## src/rtl/pp_cap_pkg.sv

```systemverilog
package pp_cap_pkg;

  typedef enum logic [1:0] {
    EDGE_OFF  = 2'd0,
    EDGE_FALL = 2'd1,
    EDGE_RISE = 2'd2,
    EDGE_ANY  = 2'd3
  } edge_sel_e;

  // field order fixes the readback bit positions (MSB first)
  typedef struct packed {
    logic [1:0] wm;
    logic       cnt_en;
    logic       src_cnt;
    edge_sel_e  sel1;
    edge_sel_e  sel0;
    logic       one_shot;
    logic       arm;
  } cap_ctrl_t;

  localparam int unsigned CTRL_W = $bits(cap_ctrl_t);

endpackage

```

## src/rtl/pp_sync_edge.sv

```systemverilog
module pp_sync_edge (
  input  logic clk_i,
  input  logic rst_ni,
  input  logic sig_i,
  output logic rise_o,
  output logic fall_o
);

  logic s1_q, s2_q, s3_q;

  always_ff @(posedge clk_i or negedge rst_ni) begin
    if (!rst_ni) begin
      s1_q <= 1'b0;
      s2_q <= 1'b0;
      s3_q <= 1'b0;
    end else begin
      s1_q <= sig_i;
      s2_q <= s1_q;
      s3_q <= s2_q;
    end
  end

  assign rise_o = s2_q & ~s3_q;
  assign fall_o = ~s2_q & s3_q;

endmodule

```

## src/rtl/pp_edge_cnt.sv

```systemverilog
module pp_edge_cnt #(
  parameter int unsigned CW = 16
) (
  input  logic          clk_i,
  input  logic          rst_ni,
  input  logic          en_i,
  input  logic          rise_i,
  input  logic [CW-1:0] cmp_i,
  output logic          hit_o
);

  logic [CW-1:0] cnt_q, cnt_nxt;

  assign cnt_nxt = cnt_q + CW'(1);
  assign hit_o   = en_i & rise_i & (cnt_nxt == cmp_i);

  always_ff @(posedge clk_i or negedge rst_ni) begin
    if (!rst_ni)        cnt_q <= '0;
    else if (!en_i)     cnt_q <= '0;
    else if (hit_o)     cnt_q <= '0;
    else if (rise_i)    cnt_q <= cnt_nxt;
  end

  AST_CNT_HELD: assert property (@(posedge clk_i) disable iff (!rst_ni)
    !en_i |=> cnt_q == '0);
  AST_HIT_WRAP: assert property (@(posedge clk_i) disable iff (!rst_ni)
    hit_o |=> cnt_q == '0);

endmodule

```

## src/rtl/pp_cap_fifo.sv

```systemverilog
module pp_cap_fifo #(
  parameter int unsigned DEPTH = 4,
  parameter int unsigned DW    = 16,
  localparam int unsigned AW   = (DEPTH > 1) ? $clog2(DEPTH) : 1,
  localparam int unsigned CW   = $clog2(DEPTH + 1)
) (
  input  logic          clk_i,
  input  logic          rst_ni,
  input  logic          push_i,
  input  logic [DW-1:0] din_i,
  input  logic          pop_i,
  output logic [DW-1:0] dout_o,
  output logic [CW-1:0] count_o,
  output logic          ovf_o
);

  logic [DW-1:0] mem_q [DEPTH];
  logic [AW-1:0] wr_q, rd_q;
  logic [CW-1:0] count_q;
  logic          ovf_q;
  logic          full, empty, do_push, do_pop;

  assign full    = count_q == CW'(DEPTH);
  assign empty   = count_q == '0;
  assign do_push = push_i & ~full;
  assign do_pop  = pop_i & ~empty;

  function automatic logic [AW-1:0] inc(input logic [AW-1:0] p);
    return (p == AW'(DEPTH - 1)) ? '0 : p + AW'(1);
  endfunction

  always_ff @(posedge clk_i) begin
    if (do_push) mem_q[wr_q] <= din_i;
  end

  always_ff @(posedge clk_i or negedge rst_ni) begin
    if (!rst_ni) begin
      wr_q    <= '0;
      rd_q    <= '0;
      count_q <= '0;
      ovf_q   <= 1'b0;
    end else begin
      if (do_push) wr_q <= inc(wr_q);
      if (do_pop)  rd_q <= inc(rd_q);
      case ({do_push, do_pop})
        2'b10:   count_q <= count_q + CW'(1);
        2'b01:   count_q <= count_q - CW'(1);
        default: count_q <= count_q;
      endcase
      if (push_i && full) ovf_q <= 1'b1;
    end
  end

  assign dout_o  = empty ? '0 : mem_q[rd_q];
  assign count_o = count_q;
  assign ovf_o   = ovf_q;

  AST_NO_OVERFLOW: assert property (@(posedge clk_i) disable iff (!rst_ni)
    count_q <= CW'(DEPTH));
  AST_FULL_DROP: assert property (@(posedge clk_i) disable iff (!rst_ni)
    (push_i && !pop_i && count_q == CW'(DEPTH)) |=> (count_q == CW'(DEPTH) && ovf_q));
  AST_OVF_STICKY: assert property (@(posedge clk_i) disable iff (!rst_ni)
    ovf_q |=> ovf_q);
  AST_EMPTY_POP: assert property (@(posedge clk_i) disable iff (!rst_ni)
    (count_q == '0 && pop_i && !push_i) |=> count_q == '0);

endmodule

```

## src/rtl/pp_cap_seq.sv

```systemverilog
module pp_cap_seq
  import pp_cap_pkg::*;
(
  input  logic              clk_i,
  input  logic              rst_ni,
  input  logic              we_i,
  input  logic [CTRL_W-1:0] wdata_i,
  input  logic [1:0]        trig_i,
  output cap_ctrl_t         ctrl_o,
  output logic [1:0]        push_o
);

  cap_ctrl_t ctrl_q;
  logic      cur_q;   // 0: channel 0 holds the arm, 1: channel 1
  logic      en0, en1, both, done;

  always_comb begin
    en0       = ctrl_q.sel0 != EDGE_OFF;
    en1       = ctrl_q.sel1 != EDGE_OFF;
    both      = en0 & en1;
    push_o[0] = ctrl_q.arm & en0 & (~both | ~cur_q) & trig_i[0];
    push_o[1] = ctrl_q.arm & en1 & (~both |  cur_q) & trig_i[1];
    done      = ctrl_q.one_shot & (both ? push_o[1] : |push_o);
  end

  always_ff @(posedge clk_i or negedge rst_ni) begin
    if (!rst_ni) begin
      ctrl_q <= '0;
      cur_q  <= 1'b0;
    end else if (we_i) begin
      ctrl_q <= cap_ctrl_t'(wdata_i);
      cur_q  <= 1'b0;
    end else begin
      if (both && |push_o) cur_q <= push_o[0];
      if (done) ctrl_q.arm <= 1'b0;
    end
  end

  assign ctrl_o = ctrl_q;

  AST_ONE_PUSH: assert property (@(posedge clk_i) disable iff (!rst_ni)
    $onehot0(push_o));
  AST_PING: assert property (@(posedge clk_i) disable iff (!rst_ni)
    (push_o[0] && both && !we_i) |=> cur_q);
  AST_PONG: assert property (@(posedge clk_i) disable iff (!rst_ni)
    (push_o[1] && both && !we_i) |=> !cur_q);
  AST_WRITE_RESTART: assert property (@(posedge clk_i) disable iff (!rst_ni)
    we_i |=> !cur_q);
  AST_ONESHOT_END: assert property (@(posedge clk_i) disable iff (!rst_ni)
    (done && !we_i) |=> !ctrl_q.arm);

endmodule

```

## src/rtl/pp_cap_top.sv

```systemverilog
module pp_cap_top
  import pp_cap_pkg::*;
#(
  parameter int unsigned TW    = 16,
  parameter int unsigned CNT_W = 16,
  parameter int unsigned DEPTH = 4
) (
  input  logic              clk_i,
  input  logic              rst_ni,
  input  logic              sig_i,
  input  logic              ctrl_we_i,
  input  logic [CTRL_W-1:0] ctrl_wdata_i,
  input  logic [CNT_W-1:0]  cmp_i,
  input  logic [1:0]        pop_i,
  output logic [15:0]       ctrl_rdata_o,
  output logic [TW-1:0]     cap0_data_o,
  output logic [TW-1:0]     cap1_data_o,
  output logic [1:0]        wm_o,
  output logic [1:0]        ovf_o
);

  localparam int unsigned CW = $clog2(DEPTH + 1);

  cap_ctrl_t     ctrl;
  logic          rise, fall, cmp_hit;
  logic [1:0]    trig, push;
  logic [TW-1:0] tb_q;
  logic [TW-1:0] dout [2];
  logic [CW-1:0] cnt  [2];
  logic [7:0]    cnt_ext [2];
  edge_sel_e     sel [2];

  always_ff @(posedge clk_i or negedge rst_ni) begin
    if (!rst_ni) tb_q <= '0;
    else         tb_q <= tb_q + TW'(1);
  end

  pp_sync_edge i_sync (
    .clk_i  (clk_i),
    .rst_ni (rst_ni),
    .sig_i  (sig_i),
    .rise_o (rise),
    .fall_o (fall)
  );

  pp_edge_cnt #(.CW(CNT_W)) i_ecnt (
    .clk_i  (clk_i),
    .rst_ni (rst_ni),
    .en_i   (ctrl.cnt_en),
    .rise_i (rise),
    .cmp_i  (cmp_i),
    .hit_o  (cmp_hit)
  );

  pp_cap_seq i_seq (
    .clk_i   (clk_i),
    .rst_ni  (rst_ni),
    .we_i    (ctrl_we_i),
    .wdata_i (ctrl_wdata_i),
    .trig_i  (trig),
    .ctrl_o  (ctrl),
    .push_o  (push)
  );

  assign sel[0] = ctrl.sel0;
  assign sel[1] = ctrl.sel1;

  for (genvar c = 0; c < 2; c++) begin : g_ch
    always_comb begin
      if (ctrl.src_cnt) trig[c] = cmp_hit;
      else begin
        unique case (sel[c])
          EDGE_FALL: trig[c] = fall;
          EDGE_RISE: trig[c] = rise;
          EDGE_ANY:  trig[c] = rise | fall;
          default:   trig[c] = 1'b0;
        endcase
      end
    end

    pp_cap_fifo #(.DEPTH(DEPTH), .DW(TW)) i_fifo (
      .clk_i   (clk_i),
      .rst_ni  (rst_ni),
      .push_i  (push[c]),
      .din_i   (tb_q),
      .pop_i   (pop_i[c]),
      .dout_o  (dout[c]),
      .count_o (cnt[c]),
      .ovf_o   (ovf_o[c])
    );

    assign wm_o[c]    = cnt[c] > CW'(ctrl.wm);
    assign cnt_ext[c] = 8'(cnt[c]);
  end

  assign cap0_data_o  = dout[0];
  assign cap1_data_o  = dout[1];
  assign ctrl_rdata_o = {cnt_ext[1][2:0], cnt_ext[0][2:0], ctrl};

  AST_DISARMED_QUIET: assert property (@(posedge clk_i) disable iff (!rst_ni)
    (!ctrl_rdata_o[0] && !ctrl_we_i) |=> $stable(ctrl_rdata_o[15:10]) || |$past(pop_i));

endmodule

```

## config.mk

```make
export PLATFORM = sky130hd
export DESIGN_NAME = pp_cap_top
export DESIGN_NICKNAME = d
export VERILOG_FILES = /design/src/rtl/pp_cap_pkg.sv /design/src/rtl/pp_sync_edge.sv /design/src/rtl/pp_edge_cnt.sv /design/src/rtl/pp_cap_fifo.sv /design/src/rtl/pp_cap_seq.sv /design/src/rtl/pp_cap_top.sv
export SDC_FILE = /design/constraint.sdc
export NUM_CORES = 1
export LEC_CHECK = 0
export ABC_AREA = 1
export BUFFER_PORTS_ARGS = -buffer_cell sky130_fd_sc_hd__buf_2
export CAP_MARGIN = 40
export CORE_MARGIN = 2
export CORE_UTILIZATION = 64
export DETAILED_ROUTE_END_ITERATION = 12
export PLACE_DENSITY = 0.82
export SYNTH_ARGS = -nofsm -noshare
export SYNTH_HDL_FRONTEND = slang
export SYNTH_SLANG_ARGS = --single-unit
```

## constraint.sdc

```tcl
create_clock -name clk_i -period 7.1 [get_ports clk_i]
set_input_delay 0.355 -clock clk_i [delete_from_list [all_inputs] [get_ports clk_i]]
set_output_delay 0.355 -clock clk_i [all_outputs]
set_load 0.1 [all_outputs]
```

### Yosys cells after proc, flatten, opt, wreduce, memory -nomap -nowiden

Memory sizes are Yosys's and may differ from the RTL's.
Index checks and enable logic that the tools add are counted.

| operators by class | value |
|---|---|
| order comparisons | 2 |
| bitwise logic cells | 27 |
| multiplexer cells | 24 |
| add/sub/neg operators | 10 |
| equality and inequality tests | 18 |
| reduce and logical (&&, ||, !) cells | 12 |

Operators by type and width:

| operator | count |
|---|---|
| two-way mux 16 bit | 5 |
| adder 16 x 1 -> 16 bit (second input constant) | 2 |
| equality test 2 bit (second input constant) | 10 |
| AND 1 bit | 16 |
| equality test 16 bit | 1 |
| one-hot mux 3 bit (2 select lines) | 2 |
| nonzero test 2 bit | 6 |
| two-way mux 1 bit | 11 |
| adder 2 x 1 -> 2 bit (second input constant) | 4 |
| equality test 2 x 1 -> 1 bit (second input constant) | 4 |
| two-way mux 2 bit | 4 |
| NOT 1 bit | 8 |
| adder 3 x 1 -> 3 bit (second input constant) | 2 |
| equality test 3 bit (second input constant) | 2 |
| greater-than comparator 3 x 2 -> 1 bit | 2 |
| zero test 3 bit | 2 |
| one-hot mux 1 bit (3 select lines) | 2 |
| subtractor 3 x 1 -> 3 bit (second input constant) | 2 |
| logical AND 1 bit | 3 |
| != test 3 bit (second input constant) | 1 |
| OR 1 bit | 3 |
| OR reduction 2 bit | 1 |

| word-level totals | value |
|---|---|
| output and inout bits | 52 |
| word-level logic and storage cells | 116 |
| bits in registers | 62 |
| memories | 2 |
| bits of input ports | 32 |
| RAM bits | 128 |

Memory list:

| name | depth | width | read ports | clocked after Yosys merged registers in | wr ports | RTL line | text |
|---|---|---|---|---|---|---|---|
| g_ch[0].i_fifo.mem_q | 4 | 16 | 1 | 0 | 1 | pp_cap_fifo.sv:17 | `logic [DW-1:0] mem_q [DEPTH];` |
| g_ch[1].i_fifo.mem_q | 4 | 16 | 1 | 0 | 1 | pp_cap_fifo.sv:17 |  |

### Logic depth before layout (Yosys ltp)

| depth | value |
|---|---|
| depth in word-level cells | 11 |
| gate-level depth with buffers | 22 |
| depth with buffers taken out | 22 |

### Hierarchy

Synthesis repeated with hierarchy kept, for this count alone.

| second synthesis, totals | value |
|---|---|
| cell total of the unflattened synthesis | 1078 |
| area total of the unflattened synthesis | 9505.4 um^2 |

Modules (own cells, without submodules):

| module | area each (um^2) | instances | seq. area each (um^2) | cells each |
|---|---|---|---|---|
| pp_cap_fifo | 3231.8 | 2 | 2122.0 | 313 |
| pp_edge_cnt | 1517.7 | 1 | 400.4 | 258 |
| pp_cap_top | 938.4 | 1 | 400.4 | 121 |
| pp_cap_seq | 495.5 | 1 | 275.3 | 66 |
| pp_sync_edge | 90.1 | 1 | 75.1 | 7 |

### Least setup slack after synthesis

OpenSTA, ideal clock, no wires.

| path | value |
|---|---|
| kind | reg-to-output |
| start | register g_ch[1].i_fifo.count_q[1] |
| end | output port cap1_data_o[10] |
| path buffers | 1 |
| path slack | 3.762 ns |
| arrival time | 2.983 ns |
| cell stages (with the launch flop) | 4 |
| required time | 6.745 ns |
| cells stage by stage | dfrtp_1 > nor3_1 > clkbuf_1 > a21oi_1 |

| between the ends | value |
|---|---|
| cells in the longest elaborated chain, start to end | 2 |

Ends and longest elaborated chain:

| element | RTL line | text |
|---|---|---|
| start: declaration | pp_cap_fifo.sv:19 | `logic [CW-1:0] count_q;` |
| start signal: assignment | pp_cap_fifo.sv:46 | `2'b10: count_q <= count_q + CW'(1);` |
| start signal: assignment | pp_cap_fifo.sv:47 | `2'b01: count_q <= count_q - CW'(1);` |
| start signal: assignment | pp_cap_fifo.sv:48 | `default: count_q <= count_q;` |
| zero test 3 bit | pp_cap_fifo.sv:24 | `assign empty = count_q == '0;` |
| two-way mux 16 bit | pp_cap_fifo.sv:54 | `assign dout_o = empty ? '0 : mem_q[rd_q];` |
| end: declaration | pp_cap_top.sv:17 | `output logic [TW-1:0] cap1_data_o,` |

No other way between the ends.

### Worst setup path after layout

| path | value |
|---|---|
| start | register g_ch[0].i_fifo.rd_q[1] |
| end | output port cap0_data_o[10] |

| between the ends | value |
|---|---|
| cells in the longest elaborated chain, start to end | 2 |

Ends and longest elaborated chain:

| element | RTL line | text |
|---|---|---|
| start: declaration | pp_cap_fifo.sv:18 | `logic [AW-1:0] wr_q, rd_q;` |
| start signal: assignment | pp_cap_fifo.sv:44 | `if (do_pop) rd_q <= inc(rd_q);` |
| memory read (4 x 16 bit) | - |  |
| two-way mux 16 bit | pp_cap_fifo.sv:54 |  |
| end: declaration | pp_cap_top.sv:16 | `output logic [TW-1:0] cap0_data_o,` |

No other way between the ends.

==> impl_results.md <==
- Core Area: about 13000 um^2
- 1st-pass router iterations: 5
- Die H: ~120 um
- Mapped Area: 8760 um^2
- Yosys warning count: 0
- CTS root buffer: clkbuf_16
- Commonest cells after routing, fill and taps aside: nor2_1 (169), nand2_1 (138), edfxtp_1 (128)
- GPL Wtd Cong: approximately 0.89
- Hold WC Path Type: input port to flop
- Clock tree buffer depth: 2
- Primary FF master, synth: edfxtp_1
- DR iter-0 viols: ~530
- Crit path max-delay cell type: dfrtp_1
- Pwr dens: about 460 nW/um^2
- Critical Path AT: 2.92 ns
- Largest net degree at the start of global routing: 63
- Worst-Skew Late Latency: between 0.4 and 0.5 ns
- Die area: between 10000 and 15000 um^2
- Clock Sinks: 190
- Syn_nets: between 900 and 1000
- DR WL/cell: ~16 um
- Final hold violation count: 0
- Post-synth EDFFs: 128
- Final instance area: a little under 10000 um^2
- All-Layer GR Usage: 0.263
- Vias in the first global route: around 6200
- GR Overflow Total: 0
- Worst-path fanout max: 18
- Part of the Yosys area used for sequential elements: 0.616
- Area grow syn2layout: 13.5%
- WS Path Type: flop to output pin
- First-pass GRT wire length: 29600 um
- Unrepaired setup endpoints after global routing: no
- Fin crit share: 0.461
- Slew headroom: 0.418
- Max-slew violation count: 0
- Residual DRC count: 0
- # diodes: 0
- Maxcap violations: 0
- Antenna violations before repair: 0
- Inserted Clock Buffers: 17
- Status: finished clean
- Share of the synthesized area in the top cell type: 0.439
- Setup Skew: slightly below 0.007 ns
- TritonCTS clock tree: built
- Top post-synthesis cells by area: edfxtp_1 (44%), dfrtp_1 (18%), nor2_1 (7.2%)
- CP peak stage delay: approximately 0.75 ns
- Syn Area/Cell: 10.0 um^2
- DP Wirelength: about 12000 um
- Syn Inst Count: 876
- DP Area: 9390 um^2
- Ys async rst share: 0.326
- Leak: approximately 4.1 nW
- Via count: around 6400
- Worst Path Required: 6.74 ns
- Floorplan row count: 42
- Endpoints failing setup: 0
- Post-synth cell types: 34
- Register bit total from synthesis: between 150 and 200
- Leading cell type in the layout, fill and taps excluded: nor2_1
- Capturing element type of the critical path: output pin
- CTS H-tree depth: 4
- Worst Tran Pin Value: a little under 0.9 ns
- Vias per cell: around 5.6
- Minimum clock period: approximately 3.3 ns
- Chip width: between 100 and 150 um
- Resized Gates After CTS: 0
- Worst-path clk slew: ~0.060 ns
- Worst vdd rail ir drop: ~0.00035 V
- Crit start category: flop
- Starting Density: 0.659
- Max Fclk: between 0.3 and 0.4 GHz
- I/O pin count: 84
- Nets@finish: 1016
- Layout cell share with drive strength beyond 1: 0.156
- Drt total wl: around 18000 um
- Post-CTS setup buffer count: 0
- Setup tns final: 0 ns
- ANT nets after route: 0
- CTS Hold Bufs: 0
- Synth area leader: edfxtp_1
- # port buffers: 83
- Sequence of cells on the critical path: clkinv_1 -> nor2_1 -> o21ai_0 -> a21oi_1 -> buf_2
[cell type report]
cell class                 count  area (um^2)
timing repair buffer          97          524
clock buffer                  19          433
tap                          176          220
fill                         913         3350
sequential                   190         5400
multi-input combinational    582         2970
clock inverter                12          121
inverter                      74          278
[critical path, delay by kind of cell, from the launching register on]
kind            cells  cell delay, ns
compound gates      2            0.36
buf+inv             2            1.15
flops               1            0.75
simple gates        1            0.23
[flip-flops by register name (all words and copies together) (netlist names)]
register and count:
g_ch.i_fifo.count_o 6, g_ch.i_fifo.mem_q 128, g_ch.i_fifo.ovf_o 2, g_ch.i_fifo.rd_q 4, g_ch.i_fifo.wr_q 4, i_ecnt.cnt_q 16
i_seq.ctrl_o 10, i_seq.cur_q 1, i_sync.s1_q 1, i_sync.s2_q 1, i_sync.s3_q 1, tb_q 16
[metal layers]
| metal | up-vias | global-route usage | share of wire |
|---|---|---|---|
| li1 | 3109 | - | - |
| met1 | 3051 | 0.321 | 0.40 |
| met2 | 210 | 0.461 | 0.52 |
| met3 | 26 | 0.0526 | 0.058 |
| met4 | 0 | 0.101 | 0.016 |
| met5 | - | 0 | 0 |
[metrics by stage]
step / instances / power (mW) / hold WS [ns] / setup WS (ns) / utilization
global route: 1150 / 4.74 / 0.0180 / 3.55 / 0.748
detailed placement: 1119 / 3.65 / 0.340 / 3.99 / 0.706
CTS: 1150 / 4.56 / 0.0231 / 3.82 / 0.748
finish: 1150 / 4.55 / 0.0354 / 3.83 / 0.748
floorplan: 876 / 3.28 / 0.0594 / 3.76 / -
global placement: 1115 / 3.62 / 0.336 / 3.76 / 0.704
[synth_stat cells, types with 4 or more instances]
library cell / instances
a21oi_1: 41
clkbuf_1: 26
dfrtp_1: 62
edfxtp_1: 128
ha_1: 20
inv_1: 69
mux2_2: 5
nand2_1: 138
nand2_2: 7
nand3_1: 51
nand3b_1: 4
nand4_1: 14
nor2_1: 169
nor2_4: 4
o21ai_0: 82
xnor2_1: 9
xor2_1: 12
[report_power, final]
group	total (mW)	switching (mW)	internal [mW]
sequential	1.35	0.0947	1.25
combinational	2.29	1.91	0.379
clock	0.904	0.392	0.513
total	4.55	2.40	2.15
[worst paths after layout]
path                                                          from                                     to  slack (ns)  depth (start not counted)
worst max-delay path            g_ch[0].i_fifo.rd_q[1]$_DFFE_PN0P_                        cap0_data_o[10]        3.83                          5
worst min-delay path                                         sig_i                  i_sync.s1_q$_DFF_PN0_        0.04                          1
worst max register to register         i_ecnt.cnt_q[0]$_DFFE_PN0P_  g_ch[0].i_fifo.mem_q[0][15]$_DFFE_PP_        3.91                         16
worst min register to register               i_sync.s1_q$_DFF_PN0_                  i_sync.s2_q$_DFF_PN0_        0.35                          0
max in group asynchronous                                   rst_ni       g_ch[0].i_fifo.ovf_o$_DFFE_PN0P_        6.45                          2
min in group asynchronous                                   rst_ni                      tb_q[3]$_DFF_PN0_        0.10                          2
[cell families after synthesis]
family | Yosys count | synth area share
and+or+nand+nor | 401 | 0.199
AOI/OAI and AO/OA | 133 | 0.0787
xor gates and xnor gates | 21 | 0.0210
buffers and inverters | 104 | 0.0460
muxes | 5 | 0.00643
adders and majority gates | 22 | 0.0331
DFF | 190 | 0.616
Note: power is estimated with default switching activity, not from simulation.
